## src/rtl/mdio_host_pkg.sv

```systemverilog
package mdio_host_pkg;

    localparam int FRAME_BITS = 64;
    localparam int IDX_W      = $clog2(FRAME_BITS);
    localparam int TA_FIRST   = 46;
    localparam int DATA_FIRST = 48;
    localparam int DATA_BITS  = 16;

    typedef enum logic [1:0] {
        OP_ADDR     = 2'b00,
        OP_WRITE    = 2'b01,
        OP_READ_INC = 2'b10,
        OP_READ     = 2'b11
    } mdio_op_e;

    typedef struct packed {
        mdio_op_e              op;
        logic [4:0]            port;
        logic [4:0]            dev;
        logic [DATA_BITS-1:0]  payload;
    } mdio_req_t;

    function automatic logic op_is_read(input mdio_op_e op);
        return (op == OP_READ) || (op == OP_READ_INC);
    endfunction

    function automatic logic [FRAME_BITS-1:0] build_frame(input mdio_req_t r);
        logic [1:0]           ta;
        logic [DATA_BITS-1:0] body;
        ta   = op_is_read(r.op) ? 2'b11 : 2'b10;
        body = op_is_read(r.op) ? {DATA_BITS{1'b1}} : r.payload;
        return {32'hFFFF_FFFF, 2'b00, r.op, r.port, r.dev, ta, body};
    endfunction

endpackage

```

## src/rtl/mdio_bit_timer.sv

```systemverilog
module mdio_bit_timer #(
    parameter int DIV_W = 8
) (
    input  logic             clk,
    input  logic             rst,
    input  logic             run,
    input  logic [DIV_W-1:0] half_len,
    output logic             mdc,
    output logic             bit_end
);
    logic [DIV_W-1:0] cnt_q;
    logic             high_q;
    logic             half_done;

    assign half_done = (cnt_q == half_len);

    always_ff @(posedge clk) begin
        if (rst || !run) begin
            cnt_q  <= '0;
            high_q <= 1'b0;
        end else if (half_done) begin
            cnt_q  <= '0;
            high_q <= !high_q;
        end else begin
            cnt_q  <= cnt_q + 1'b1;
        end
    end

    assign mdc     = high_q;
    assign bit_end = run && high_q && half_done;
endmodule

```

## src/rtl/mdio_frame_shifter.sv

```systemverilog
module mdio_frame_shifter
    import mdio_host_pkg::*;
(
    input  logic                  clk,
    input  logic                  rst,
    input  logic                  load,
    input  logic [FRAME_BITS-1:0] frame,
    input  logic                  rd_frame,
    input  logic                  active,
    input  logic                  advance,
    output logic                  mdio_o,
    output logic                  mdio_oe,
    output logic                  in_data,
    output logic                  last_bit
);
    logic [FRAME_BITS-1:0] sreg_q;
    logic [IDX_W-1:0]      idx_q;

    always_ff @(posedge clk) begin
        if (rst) begin
            sreg_q <= '0;
            idx_q  <= '0;
        end else if (load) begin
            sreg_q <= frame;
            idx_q  <= '0;
        end else if (advance) begin
            sreg_q <= {sreg_q[FRAME_BITS-2:0], 1'b1};
            idx_q  <= idx_q + 1'b1;
        end
    end

    assign mdio_o   = sreg_q[FRAME_BITS-1];
    assign mdio_oe  = active && !(rd_frame && (idx_q >= IDX_W'(TA_FIRST)));
    assign in_data  = (idx_q >= IDX_W'(DATA_FIRST));
    assign last_bit = (idx_q == IDX_W'(FRAME_BITS-1));
endmodule

```

## src/rtl/mdio_read_capture.sv

```systemverilog
module mdio_read_capture
    import mdio_host_pkg::*;
(
    input  logic                 clk,
    input  logic                 rst,
    input  logic                 sample,
    input  logic                 final_bit,
    input  logic                 mdio_i,
    output logic [DATA_BITS-1:0] rd_data
);
    logic [DATA_BITS-1:0] cap_q;
    logic [DATA_BITS-1:0] cap_next;

    assign cap_next = {cap_q[DATA_BITS-2:0], mdio_i};

    always_ff @(posedge clk) begin
        if (rst) begin
            cap_q   <= '0;
            rd_data <= '0;
        end else if (sample) begin
            cap_q <= cap_next;
            if (final_bit) rd_data <= cap_next;
        end
    end
endmodule

```

## src/rtl/mdio_frame_host.sv

```systemverilog
module mdio_frame_host
    import mdio_host_pkg::*;
#(
    parameter int DIV_W = 8
) (
    input  logic             clk,
    input  logic             rst,
    input  logic             start,
    input  logic [1:0]       op,
    input  logic [4:0]       port_addr,
    input  logic [4:0]       dev_type,
    input  logic [15:0]      wr_data,
    input  logic [DIV_W-1:0] div_half,
    output logic             mdc,
    output logic             mdio_o,
    output logic             mdio_oe,
    input  logic             mdio_i,
    output logic             busy,
    output logic             done,
    output logic [15:0]      rd_data
);
    mdio_req_t        req;
    logic             accept;
    logic [DIV_W-1:0] half_q;
    logic             rd_q;
    logic             bit_end;
    logic             in_data;
    logic             last_bit;
    logic             finish;

    always_comb begin
        req.op      = mdio_op_e'(op);
        req.port    = port_addr;
        req.dev     = dev_type;
        req.payload = wr_data;
    end

    assign accept = start && !busy;
    assign finish = busy && bit_end && last_bit;

    always_ff @(posedge clk) begin
        if (rst) begin
            busy   <= 1'b0;
            done   <= 1'b0;
            half_q <= '0;
            rd_q   <= 1'b0;
        end else begin
            done <= 1'b0;
            if (accept) begin
                busy   <= 1'b1;
                half_q <= div_half;
                rd_q   <= op_is_read(req.op);
            end else if (finish) begin
                busy <= 1'b0;
                done <= 1'b1;
            end
        end
    end

    mdio_bit_timer #(.DIV_W(DIV_W)) u_timer (
        .clk      (clk),
        .rst      (rst),
        .run      (busy),
        .half_len (half_q),
        .mdc      (mdc),
        .bit_end  (bit_end)
    );

    mdio_frame_shifter u_shift (
        .clk      (clk),
        .rst      (rst),
        .load     (accept),
        .frame    (build_frame(req)),
        .rd_frame (rd_q),
        .active   (busy),
        .advance  (busy && bit_end),
        .mdio_o   (mdio_o),
        .mdio_oe  (mdio_oe),
        .in_data  (in_data),
        .last_bit (last_bit)
    );

    mdio_read_capture u_cap (
        .clk       (clk),
        .rst       (rst),
        .sample    (busy && bit_end && rd_q && in_data),
        .final_bit (last_bit),
        .mdio_i    (mdio_i),
        .rd_data   (rd_data)
    );
endmodule

```

## config.mk

```make
export PLATFORM = sky130hd
export DESIGN_NAME = mdio_frame_host
export DESIGN_NICKNAME = d
export VERILOG_FILES = /design/src/rtl/mdio_host_pkg.sv /design/src/rtl/mdio_bit_timer.sv /design/src/rtl/mdio_frame_shifter.sv /design/src/rtl/mdio_read_capture.sv /design/src/rtl/mdio_frame_host.sv
export SDC_FILE = /design/constraint.sdc
export NUM_CORES = 1
export LEC_CHECK = 0
export ABC_CLOCK_PERIOD_IN_PS = 3800
export BUFFER_PORTS_ARGS = -buffer_cell sky130_fd_sc_hd__buf_2
export CAP_MARGIN = 20
export CORE_ASPECT_RATIO = 1.1
export CORE_MARGIN = 2
export CORE_UTILIZATION = 60
export DETAILED_ROUTE_END_ITERATION = 6
export PLACE_DENSITY_LB_ADDON = 0.12
export SYNTH_ARGS = -nofsm -noshare
export SYNTH_HDL_FRONTEND = slang
export SYNTH_HIERARCHICAL = 1
export SYNTH_SLANG_ARGS = --single-unit
```

## constraint.sdc

```tcl
create_clock -name clk -period 3.8 [get_ports clk]
set_clock_uncertainty 0.05 [all_clocks]
set_input_delay 0.38 -clock clk [delete_from_list [all_inputs] [get_ports clk]]
set_output_delay 0.38 -clock clk [all_outputs]
set_load 0.005 [all_outputs]
```

==> results of run 1 <==
[worst max-delay path by stage]
| stage | to | slack [ns] | cells after the start |
|---|---|---|---|
| 2_1_floorplan | u_shift/sreg_q[22]$_SDFFE_PP0P_ | 1.82 | 9 |
| 3_3_place_gp | u_cap/cap_q[6]$_SDFFE_PP0P_ | 1.05 | 7 |
| 3_5_place_dp | u_cap/cap_q[11]$_SDFFE_PP0P_ | 0.96 | 7 |
| 4_1_cts | u_cap/cap_q[2]$_SDFFE_PP0P_ | 0.94 | 7 |
| 5_1_grt | u_cap/cap_q[2]$_SDFFE_PP0P_ | 0.68 | 7 |
| 6_report | u_cap/cap_q[2]$_SDFFE_PP0P_ | 0.96 | 7 |
[routing by layer]
layer	vias up	wire length [microns]	GRT usage	part of all wire
li1	2011	-	-	-
met1	1875	4620	0.235	0.45
met2	85	5040	0.336	0.49
met3	12	431	0.0591	0.042
met4	0	112	0.0744	0.011
met5	-	0	0	0
[worst register-to-register path, stage by stage (launching register included)]
cell,delay (ns)
dfxtp_1,0.41
xnor2_1,0.16
nand4_1,0.21
nor3_1,0.24
and2_4,0.38
and3_2,0.88
mux2i_1,0.28
nor2_1,0.07
[cell type report]
cell class                      instances  area share
Tap cell                              117      0.0214
Multi-Input combinational cell        421       0.479
Clock inverter                         11      0.0249
Inverter                                3     0.00165
Sequential cell                       121       0.354
Clock buffer                           21      0.0656
Timing Repair Buffer                   66      0.0538
[kinds of logic (layout without fill, tap and decap cells)]
group | count (synthesis) | in the layout | synth area share
AOI/OAI and AO/OA | 50 | 50 | 0.0659
xor gates and xnor gates | 18 | 18 | 0.0280
adders and majority gates | 3 | 3 | 0.00638
buffers and inverters | 44 | 101 | 0.0540
DFF | 121 | 121 | 0.411
muxes | 141 | 141 | 0.285
other | 2 | 35 | 0.00128
and+or+nand+nor | 174 | 174 | 0.148
[flip-flops by register name, indices dropped and copies added, names as in the netlist]
register        cells
u_timer/mdc         1
u_shift/sreg_q     64
u_cap/rd_data      16
u_cap/cap_q        15
rd_q                1
half_q              8
u_timer/cnt_q       8
busy                1
u_shift/idx_q       6
done                1
[where the power goes]
| part | switching [W] | leakage (nW) | internal (W) | total [W] |
|---|---|---|---|---|
| logic | 0.000117 | 1.60 | 0.000139 | 0.000256 |
| registers | 0.0000323 | 0.988 | 0.00132 | 0.00135 |
| clock network | 0.000559 | 0.294 | 0.00110 | 0.00166 |
| total | 0.000708 | 2.88 | 0.00256 | 0.00327 |
[metrics by stage]
stage | instances | util | setup slack, ns | hold slack, ns
finish | 760 | 0.725 | 0.958 | 0.0601
global route | 760 | 0.725 | 0.679 | 0.0577
CTS | 760 | 0.725 | 0.942 | 0.0373
detailed placement | 728 | 0.659 | 0.956 | 0.424
global placement | 727 | 0.657 | 1.05 | 0.413
floorplan | 586 | - | 1.82 | 0.393
[placed cells by master, fill, tap and decap left out, types with 4 or more instances in the layout]
cell / instances
buf_2: 59
nand4bb_1: 9
dfxtp_1: 121
xor2_1: 7
conb_1: 35
mux2i_1: 78
mux2_1: 13
nand4_1: 5
or2_2: 17
o21ai_2: 10
nand2_1: 5
mux2_4: 50
nor2_1: 93
clkbuf_16: 16
nand3_1: 20
bufinv_16: 4
xnor2_1: 10
buf_4: 5
a21bo_2: 16
nand2b_1: 9
a21oi_1: 16
==> flow_summary.json, run 1 <==
{
  "crit_chain": "xnor2_1, nand4_1, nor3_1, and2_4, and3_2, mux2i_1, nor2_1",
  "route.antenna.remaining_nets": 0,
  "drive_above_1_share": 0.308,
  "grt_max_degree": 89,
  "slew_headroom": 0.373,
  "hp-start": "port_addr[2]",
  "placed_area_sq_mm": 0.00622,
  "postSynthAreaPerCell_sq_um": 10.6,
  "vias": 3983,
  "numPortBuffers": 60,
  "power.total_w": 0.00327,
  "fmax_mhz": 352,
  "reg2reg_depth": 7,
  "dp_hpwl_microns": 6340,
  "drtIter0Drc": 148,
  "tightest_slew_ns": 0.941,
  "critPathKind": "flop to flop",
  "max-cap-violations": 0,
  "hold_path_depth": 3,
  "setup_viol": 0,
  "layout.nets": 673,
  "tns_ns": 0,
  "htree_levels": 4,
  "rr_endpoint": "u_cap/cap_q[2]$_SDFFE_PP0P_",
  "ir_drop_mv": 0.321,
  "rsz0062_at_grt": "false",
  "clock_latency_ns": 0.51,
  "area_growth_pct": 16.2,
  "cp_top_family": "simple AND/OR/NAND/NOR gates",
  "crit_path_top_delay_cell": "and3_2",
  "cp.arrival_ns": 3.14,
  "die-area_sq_mm": 0.0106,
  "holdPathEnd": "u_shift/sreg_q[25]$_SDFFE_PP0P_",
  "die_h_microns": 108,
  "slew_viol_final": 0,
  "cts.path.max_buffers": 2,
  "grt_pass1_vias": 3917,
  "ios": 61,
  "post-cts-setup-buffers": 0,
  "netlist_top_cells_area": "dfxtp_1 41%, mux2i_1 13%, mux2_4 13%",
  "wire_per_inst_microns": 13.4,
  "synth.most_common_cell": "dfxtp_1",
  "clock-sinks": 121,
  "cts_tree": "built",
  "layout.filler_cells": 712,
  "p_per_area_mw_per_mm2": 478,
  "seq_area_sq_mm": 0.00242,
  "r2r_start": "u_timer/cnt_q[4]$_SDFF_PP0_",
  "holdBufCountCts": 0,
  "start_kind": "flop",
  "multiInputGateArea_sq_mm": 0.00328,
  "stdcell_area_sq_mm": 0.00684,
  "numCtsBuffers": 17,
  "yosysUniqueCellTypes": 42,
  "vias_per_cell": 5.24,
  "required_ns": 4.10,
  "yosys-top-cells-count": "121 x dfxtp_1, 94 x nor2_1, 78 x mux2i_1",
  "place.gp.congestion": 0.730,
  "cts_resized": 0,
  "min_period_over_period": 0.748,
  "ys_seq_elements": 121,
  "synth-edff-count": 0,
  "synth-async-reset-ratio": 0,
  "holdCritPathClass": "primary input to flop",
  "drc": 0,
  "cellLeakagePower_nw": 2.88,
  "critPathCaptureType": "flop",
  "crit_fanout": 47,
  "routed_wirelength_microns": 10200,
  "antennaDiodeCount": 0,
  "synthFlopType": "dfxtp_1",
  "yosysTopAreaCellShare": 0.411,
  "antenna_found_initial": 0,
  "cp-startpoint": "u_timer/cnt_q[4]$_SDFF_PP0_",
  "core-area_sq_mm": 0.00944,
  "clkTransAtPathRegs_ns": 0.06,
  "globalRouteTotalUtil": 0.197,
  "cts-root-buf": "clkbuf_8",
  "grt_pass1_wl_microns": 17100,
  "die_x_microns": 98.5,
  "period_needed_ns": 2.84,
  "syn_inst": 553,
  "netlist_area_sq_mm": 0.00589,
  "crit_path_max_incr_delay_ns": 0.87,
  "reg2reg_slack_ns": 0.96,
  "num_rows": 37,
  "firstDrtPassIters": 7,
  "synth_top_area_cell": "dfxtp_1",
  "initial_core_util": 0.623,
  "ys_seq_area_frac": 0.411,
  "yosysWarnings": 6,
  "path_buf_inv": 0,
  "overflow": 0,
  "timing.final.hold_violations": 0,
  "outcome": "finished, final reports clean"
}
(Power assumes the default switching activity.)
==> run 2: changes to the inputs <==
Settings changed: ABC_CLOCK_PERIOD_IN_PS 3800 to 2700, CORE_UTILIZATION 60 to 59.
Clock period 3.8 ns to 2.7 ns, I/O delays scaled along.
==> run 2 against run 1 <==
Against the previous run: wire length grew 8.0%; core utilization grew 0.27 points; combinational power grew 57%; global-route usage grew 2.1 points; hold slack lost 0.036 ns; sequential power grew 41%; maximum frequency grew 18%; largest cell class unchanged.
==> flow_summary.json, run 2 (synthesis gave the netlist of run 1 again) <==
{
  "outcome": "finished, final reports clean",
  "route.antenna.remaining_nets": 0,
  "vias_per_cell": 5.16,
  "dp_hpwl_microns": 6630,
  "die_x_microns": 99.3,
  "tns_ns": 0,
  "place_ws_ns": 0.291,
  "cellLeakagePower_nw": 2.99,
  "area_growth_pct": 21.0,
  "drc": 0,
  "fmax_mhz": 416,
  "timing.final.hold_violations": 0,
  "holdBufCountCts": 21,
  "critPathCaptureType": "flop",
  "globalRouteTotalUtil": 0.218,
  "dp_cells": 733,
  "grt_pass1_vias": 4123,
  "crit_chain": "xnor2_1, nand4_1, nor3_1, and2_4, buf_12, mux2_1, mux2i_1, nor2_1",
  "max-cap-violations": 0,
  "ir_drop_mv": 0.475,
  "layout_commonest_cell": "dfxtp_1",
  "antenna_found_initial": 0,
  "cp.arrival_ns": 2.76,
  "routed_wirelength_microns": 11000,
  "core-area_sq_mm": 0.00979,
  "largest_register_ffs": 64,
  "antennaDiodeCount": 0,
  "clock-sinks": 121,
  "critPathKind": "flop to flop",
  "place.gp.congestion": 0.760,
  "htree_levels": 4,
  "setup_slack_ns": 0.295,
  "grt_pass1_wl_microns": 18700,
  "grtUsageMet2": 0.375,
  "tightest_slew_ns": 0.612,
  "path_buf_inv": 1,
  "numPortBuffers": 60,
  "min_period_over_period": 0.891,
  "firstDrtPassIters": 4,
  "layout.nets": 696,
  "cts-root-buf": "clkbuf_8",
  "period_needed_ns": 2.40,
  "crit_path_max_incr_delay_ns": 0.42,
  "ios": 61,
  "wire_per_inst_microns": 14.0,
  "overflow": 0,
  "clock_latency_ns": 0.52,
  "slew_headroom": 0.592,
  "max_flop_register": "u_shift/sreg_q",
  "final_cell_mix": "121 x dfxtp_1, 93 x nor2_1, 78 x mux2i_1",
  "layout.cells.non_filler": 786,
  "final_core_util": 0.727,
  "crit_path_top_delay_cell": "dfxtp_1",
  "numCtsBuffers": 17,
  "initial_core_util": 0.601,
  "holdCritPathClass": "primary input to flop",
  "setup_viol": 0,
  "grt-busiest-layer": "met2",
  "vias": 4054,
  "die_h_microns": 109,
  "cp_top_family": "simple AND/OR/NAND/NOR gates",
  "clkTransAtPathRegs_ns": 0.06,
  "rsz0062_at_grt": "false",
  "die-area_sq_mm": 0.0108,
  "post-cts-setup-buffers": 0,
  "crit_fanout": 29,
  "met1_usage": 0.253,
  "drtIter0Drc": 137,
  "required_ns": 3.06,
  "grt_max_degree": 63,
  "cts_resized": 0,
  "cts.path.max_buffers": 2,
  "cts_tree": "built",
  "drive_above_1_share": 0.302,
  "num_rows": 38,
  "slew_viol_final": 0,
  "use_met3": 0.0526,
  "p_per_area_mw_per_mm2": 655,
  "start_kind": "flop",
  "reg_top3": "u_shift/sreg_q (64), u_cap/rd_data (16), u_cap/cap_q (15)"
}
-- run 2: cell count changes in the layout (fill, tap and decap cells not counted), sizes merged --
cell         delta
clkinvlp        +1
dlygate4sd3    +21
clkinv          -1
buf             +2
-- run 2: worst min-delay path: cells and delay by family --
family,cells,cell delay [ns]
muxes,1,0.06
and+or+nand+nor,2,0.16
buffers and inverters,1,0.08
-- run 2: final timing paths --
kind	startpoint	endpoint	slack, ns	cells after the start
worst min-delay path	wr_data[7]	u_shift/sreg_q[7]$_SDFFE_PP0P_	0.02	4
worst min register to register	rd_q$_SDFFE_PP0P_	rd_q$_SDFFE_PP0P_	0.44	2
worst max register to register	u_timer/cnt_q[2]$_SDFF_PP0_	u_shift/sreg_q[17]$_SDFFE_PP0P_	0.30	8
worst max-delay path	u_timer/cnt_q[2]$_SDFF_PP0_	u_shift/sreg_q[17]$_SDFFE_PP0P_	0.30	8
-- run 2: final cells by class --
type / instances / area [sq um]
repair buffers: 89 / 636
well taps: 120 / 150
multi-input cells: 421 / 3280
flip-flops and latches: 121 / 2420
clock inverters: 11 / 169
clock buffers: 21 / 459
inverters: 3 / 11.3
fillers: 712 / 2670
-- run 2: through the flow --
step	cell area [sq um]	power [W]	hold WS, ns
after floorplan	6010	0.00223	0.289
after global placement	6280	0.00230	0.409
after detailed placement	6280	0.00232	0.429
after CTS	7120	0.00470	0.00414
after global routing	7120	0.00483	0.0304
final	7120	0.00467	0.0244
-- run 2: layer usage --
metal  up-vias  wire [microns]
met2        60            5530
met5         -               0
met3        23             324
met4         0             257
li1       2058               -
met1      1913            4910
-- run 2: power by group --
group / leakage, nW / internal, W / switching, W
sequential: 0.988 / 0.00186 / 0.0000431
combinational: 1.71 / 0.000222 / 0.000179
clock: 0.296 / 0.00157 / 0.000794
